### config.mk
export PLATFORM = sky130hd
export DESIGN_NAME = edge_count_shifter
export DESIGN_NICKNAME = d
export VERILOG_FILES = /design/src/rtl/ecs_pkg.sv /design/src/rtl/scl_edge_detect.sv /design/src/rtl/edge_counter.sv /design/src/rtl/shift_unit.sv /design/src/rtl/edge_count_shifter.sv
export SDC_FILE = /design/constraint.sdc
export NUM_CORES = 1
export LEC_CHECK = 0
export ABC_AREA = 1
export BUFFER_PORTS_ARGS = -buffer_cell sky130_fd_sc_hd__buf_2
export CORE_UTILIZATION = 30
export CTS_BUF_LIST = sky130_fd_sc_hd__clkbuf_16
export DETAILED_ROUTE_END_ITERATION = 8
export PLACE_DENSITY = 0.64
export RECOVER_POWER = 25
export SLEW_MARGIN = 0
export SYNTH_ARGS = -nofsm -noshare
export SYNTH_HDL_FRONTEND = slang
export SYNTH_HIERARCHICAL = 1
export SYNTH_SLANG_ARGS = --single-unit
### constraint.sdc
create_clock -name clk -period 3.7 [get_ports clk]
set_clock_uncertainty 0.2 [all_clocks]
set_input_delay 0.185 -clock clk [delete_from_list [all_inputs] [get_ports clk]]
set_output_delay 0.185 -clock clk [all_outputs]
set_load 0.03 [all_outputs]
### src/rtl/ecs_pkg.sv
package ecs_pkg;
  typedef struct packed {
    logic rise;
    logic fall;
  } scl_edges_t;
endpackage

### src/rtl/scl_edge_detect.sv
module scl_edge_detect
  import ecs_pkg::*;
(
  input  logic       clk,
  input  logic       rst_n,
  input  logic       scl_i,
  output scl_edges_t edges_o
);
  logic scl_prev;

  // Idle bus clock is high, so the previous value resets to 1.
  always_ff @(posedge clk or negedge rst_n) begin
    if (!rst_n) scl_prev <= 1'b1;
    else        scl_prev <= scl_i;
  end

  always_comb begin
    edges_o.rise = scl_i & ~scl_prev;
    edges_o.fall = ~scl_i & scl_prev;
  end
endmodule

### src/rtl/edge_counter.sv
module edge_counter #(
  parameter int CNT_W = 4
) (
  input  logic             clk,
  input  logic             rst_n,
  input  logic             step_i,
  input  logic             ld_i,
  input  logic [CNT_W-1:0] ld_val_i,
  input  logic             ovf_clr_i,
  output logic [CNT_W-1:0] cnt_o,
  output logic             ovf_o
);
  localparam logic [CNT_W-1:0] CNT_TOP = {CNT_W{1'b1}};

  logic wrap;
  assign wrap = step_i && !ld_i && (cnt_o == CNT_TOP);

  always_ff @(posedge clk or negedge rst_n) begin
    if (!rst_n)      cnt_o <= '0;
    else if (ld_i)   cnt_o <= ld_val_i;
    else if (step_i) cnt_o <= cnt_o + CNT_W'(1);
  end

  // Setting wins over clearing.
  always_ff @(posedge clk or negedge rst_n) begin
    if (!rst_n)         ovf_o <= 1'b0;
    else if (wrap)      ovf_o <= 1'b1;
    else if (ovf_clr_i) ovf_o <= 1'b0;
  end

  AST_CNT_STEP: assert property (@(posedge clk) disable iff (!rst_n)
    (step_i && !ld_i) |=> (cnt_o == $past(cnt_o) + CNT_W'(1)));
  AST_CNT_LOAD: assert property (@(posedge clk) disable iff (!rst_n)
    ld_i |=> (cnt_o == $past(ld_val_i)));
  AST_OVF_ON_WRAP: assert property (@(posedge clk) disable iff (!rst_n)
    (step_i && !ld_i && cnt_o == CNT_TOP) |=> (ovf_o && cnt_o == '0));
  AST_OVF_STICKY: assert property (@(posedge clk) disable iff (!rst_n)
    (ovf_o && !ovf_clr_i) |=> ovf_o);
  AST_OVF_CLEAR: assert property (@(posedge clk) disable iff (!rst_n)
    (ovf_clr_i && !(step_i && !ld_i && cnt_o == CNT_TOP)) |=> !ovf_o);
endmodule

### src/rtl/shift_unit.sv
module shift_unit #(
  parameter int DATA_W = 8
) (
  input  logic              clk,
  input  logic              rst_n,
  input  logic              shift_i,
  input  logic              bit_i,
  input  logic              ld_i,
  input  logic [DATA_W-1:0] ld_val_i,
  input  logic              hold_chk_i,
  output logic [DATA_W-1:0] data_o
);
  always_ff @(posedge clk or negedge rst_n) begin
    if (!rst_n)       data_o <= '0;
    else if (ld_i)    data_o <= ld_val_i;
    else if (shift_i) data_o <= {data_o[DATA_W-2:0], bit_i};
  end

  AST_SHIFT_IN: assert property (@(posedge clk) disable iff (!rst_n)
    (shift_i && !ld_i) |=> (data_o == {$past(data_o[DATA_W-2:0]), $past(bit_i)}));
  AST_FALL_KEEPS: assert property (@(posedge clk) disable iff (!rst_n)
    (hold_chk_i && !ld_i) |=> $stable(data_o));
  AST_DATA_LOAD: assert property (@(posedge clk) disable iff (!rst_n)
    ld_i |=> (data_o == $past(ld_val_i)));
endmodule

### src/rtl/edge_count_shifter.sv
module edge_count_shifter
  import ecs_pkg::*;
#(
  parameter int DATA_W = 8,
  parameter int CNT_W  = 4
) (
  input  logic              clk,
  input  logic              rst_n,
  input  logic              scl_i,
  input  logic              sda_i,
  input  logic              tx_en,
  input  logic              data_ld,
  input  logic [DATA_W-1:0] data_ld_val,
  input  logic              cnt_ld,
  input  logic [CNT_W-1:0]  cnt_ld_val,
  input  logic              ovf_clr,
  output logic [DATA_W-1:0] data_q,
  output logic [CNT_W-1:0]  cnt_q,
  output logic              ovf_flag,
  output logic              scl_hold,
  output logic              sda_pull_low
);
  localparam int MSB = DATA_W - 1;

  scl_edges_t edges;

  scl_edge_detect u_edge (
    .clk     (clk),
    .rst_n   (rst_n),
    .scl_i   (scl_i),
    .edges_o (edges)
  );

  edge_counter #(.CNT_W(CNT_W)) u_cnt (
    .clk       (clk),
    .rst_n     (rst_n),
    .step_i    (edges.rise | edges.fall),
    .ld_i      (cnt_ld),
    .ld_val_i  (cnt_ld_val),
    .ovf_clr_i (ovf_clr),
    .cnt_o     (cnt_q),
    .ovf_o     (ovf_flag)
  );

  shift_unit #(.DATA_W(DATA_W)) u_shift (
    .clk        (clk),
    .rst_n      (rst_n),
    .shift_i    (edges.rise),
    .bit_i      (sda_i),
    .ld_i       (data_ld),
    .ld_val_i   (data_ld_val),
    .hold_chk_i (edges.fall),
    .data_o     (data_q)
  );

  assign scl_hold     = ovf_flag;
  assign sda_pull_low = tx_en & ~data_q[MSB];

  AST_EDGES_EXCLUSIVE: assert property (@(posedge clk) disable iff (!rst_n)
    $onehot0({edges.rise, edges.fall}));
  AST_RELEASE_ON_ONE: assert property (@(posedge clk) disable iff (!rst_n)
    (data_q[MSB] || !tx_en) |-> !sda_pull_low);
endmodule

==> impl_metrics.py <==
metrics = {
    "worst_setup_path": {
        "crit_required_ns": 3.67,
        "max_stage_delay_ns": 0.54,
        "critPathKind": "in -> reg",
        "cpMaxStageDelayCell": "nor2_1",
        "rr_startpoint": "u_edge/scl_prev",
        "worst-path-max-fanout": 10,
        "cpMostUsedCell": "inv_1",
        "critPathLaunchType": "primary input",
        "regToRegSetupSlack_ns": 1.93,
        "end_kind": "flop",
        "path_cells": "dlygate4sd3_1, clkbuf_1, inv_1, nor2_1, inv_1, nand2_1, inv_1, nor2_1, nand3_1, nand3_1",
        "regToRegEndpoint": "u_cnt/cnt_o[3]",
        "worstPathArrival_ns": 2.03,
        "reg2reg_depth": 7,
    },
    "synth": {
        "syn_area_per_cell_um2": 7.79,
        "ys.flop_type": "dfrtp_1",
        "synth_area_um2": 717,
        "yosysSeqAreaShare_pct": 49.0,
        "async_flop_share_pct": 100,
        "syn_nets": 113,
        "yosys_warnings": 6,
        "ys_types": 15,
        "syn-instance-count": 92,
        "synth_edf_count": 0,
        "synth_seq_cells": 14,
    },
    "drt": {
        "drt_pass1_iterations": 4,
        "num_vias": 766,
        "wire_per_inst_um": 10.1,
        "remaining_drc_errors": 0,
        "ant_nets": 0,
        "drt-initial-drc-count": 23,
        "via_per_inst": 4.53,
        "wl_mm": 1.70,
    },
    "placement": {
        "portBuffers": 34,
        "dp.cells": 151,
        "dp_slack_ns": 1.92,
        "gp_congestion": 0.717,
        "hpwl_mm": 1.19,
    },
    "power": {
        "p_sw_share_pct": 28.8,
        "combPwrFrac_pct": 22.4,
        "p_seq_share_pct": 37.2,
        "irDropWorstVdd_mv": 0.287,
        "p_leak_nw": 0.592,
        "intPower_uw": 354,
        "power.switching_uw": 143,
        "p_clk_share_pct": 40.3,
        "power.density_mw_per_mm2": 447,
    },
    "final_layout": {
        "final_cells": 169,
        "fin_util_pct": 49.8,
        "drive_above_1_share_pct": 27.7,
        "fillers": 232,
        "syn_to_final_growth_pct": 55.1,
        "num-nets-final": 163,
        "n_antenna_cell": 0,
    },
    "timing": {
        "final.setup.tns_ns": 0,
        "hold_viol": 0,
        "layout_setup_ws_ns": 1.64,
        "rsz0062_at_grt": "false",
        "maxSlewHeadroom_pct": 49.2,
        "maxSlewViolCount": 0,
        "holdWs_ns": 0.00673,
        "worst_slew_pin_slew_ns": 0.762,
        "fmax_mhz": 485,
        "period_share_pct": 55.7,
        "min_period_ns": 2.06,
        "setup_viol": 0,
    },
    "clocking": {
        "cts_root_buf": "clkbuf_16",
        "cts_sinks": 14,
        "clkTransAtPathRegs_ns": 0.05,
        "cts.htree.levels": 1,
        "numCtsBuffers": 3,
        "clock_latency_ns": 0.24,
        "tritoncts": "done",
        "cts_buffer_depth": 2,
        "cts_resized": 0,
    },
    "global_route": {
        "grt_max_degree": 15,
        "grt_pass1_vias": 666,
        "grtUsageTotal_pct": 14.5,
        "antenna_found_initial": 0,
        "grt_pass1_wl_mm": 2.79,
        "gr-total-overflow": 0,
    },
    "floorplan": {
        "floorplan.initialDensity_pct": 32.1,
        "io-pin-count": 35,
        "core_mm2": 0.00223,
        "fp.dieArea_mm2": 0.00259,
        "die_x_um": 50.9,
        "rows": 17,
        "die_y_um": 50.9,
    },
    "hold_path": {
        "hold_end": "u_shift/data_o[0]",
        "min_from": "sda_i",
        "min_path_type": "in -> reg",
        "min_path_cells": 3,
    },
    "flow_run": {
        "cap_violations": 0,
    },
    "run_status": {
        "status": "finished clean",
    },
}
layout by cell type (no fill, tap or decap), drive strengths merged:
cell,count
dfrtp,13
nor2,7
o22ai,1
ha,1
clkbuf,5
o211ai,1
clkinv,1
dlygate4sd3,14
inv,12
a21boi,1
nand2,29
dfstp,1
nand3,23
buf,32
through the flow:
| step | total power, mW | cell area, µm² |
|---|---|---|
| CTS | 0.504 | 1110 |
| floorplan | 0.251 | 717 |
| global placement | 0.286 | 896 |
| detailed placement | 0.288 | 896 |
| global route | 0.528 | 1110 |
| finish | 0.497 | 1110 |
metal layers:
layer  track usage, %  share of wire (%)
met5                0                  0
met4             4.17               0.53
met3             4.76                5.8
met2             25.1                 47
met1             17.0                 47
repair_timing:
action,in CTS,in global routing
hold endpoints to repair,27,0
hold buffers,14,0
buffers inserted,0,0
worst max-delay path: cells and delay by family:
family / cells / cell delay [ns]
buffers and inverters: 5 / 0.85
AND/OR/NAND/NOR: 5 / 1.01
kinds of logic (layout without fill, tap and decap cells):
| logic type | Yosys count | in the layout | share of synthesized area, % |
|---|---|---|---|
| buf+inv | 15 | 64 | 9.95 |
| compound gates | 3 | 3 | 2.97 |
| simple gates | 59 | 59 | 36.3 |
| flops | 14 | 14 | 49.0 |
| fa+ha+maj | 1 | 1 | 1.74 |
worst max path at each step:
stage,slack [ns],to,startpoint
after CTS,1.68,u_cnt/cnt_o[3],scl_i
after global placement,1.99,u_cnt/cnt_o[3],u_edge/scl_prev
after detailed placement,1.92,u_cnt/cnt_o[3],u_edge/scl_prev
final,1.64,u_cnt/cnt_o[3],scl_i
after floorplan,2.38,u_cnt/cnt_o[3],u_edge/scl_prev
after global routing,1.43,u_cnt/cnt_o[3],scl_i
synthesized netlist by cell type, types with 2 or more instances:
library cell	n	area (µm²)
dfrtp_1	13	325
buf_4	2	15.0
inv_1	11	41.3
nand3_1	23	115
nand2_1	29	109
nor2_1	5	18.8
power groups by stage:
| stage | Clock, mW | Sequential [mW] | Combinational [mW] |
|---|---|---|---|
| CTS | 0.206 | 0.185 | 0.112 |
| global placement | 0 | 0.187 | 0.0996 |
| finish | 0.201 | 0.185 | 0.111 |
| detailed placement | 0 | 0.187 | 0.101 |
| floorplan | 0 | 0.215 | 0.0361 |
| global route | 0.219 | 0.187 | 0.121 |
flip-flops by register name, indices dropped and copies added, names as in the netlist:
| register | count |
|---|---|
| u_cnt/cnt_o | 4 |
| u_cnt/ovf_o | 1 |
| u_edge/scl_prev | 1 |
| u_shift/data_o | 8 |
area by class of cell:
type	count	area (µm²)	share of cell area (%)
clock inverters	1	3.75	0.337
inverters	12	45.0	4.05
well taps	28	35.0	3.15
clock buffers	3	75.1	6.75
multi-input cells	63	294	26.4
flip-flops and latches	14	352	31.6
repair buffers	48	308	27.7
(Power assumes the default switching activity.)
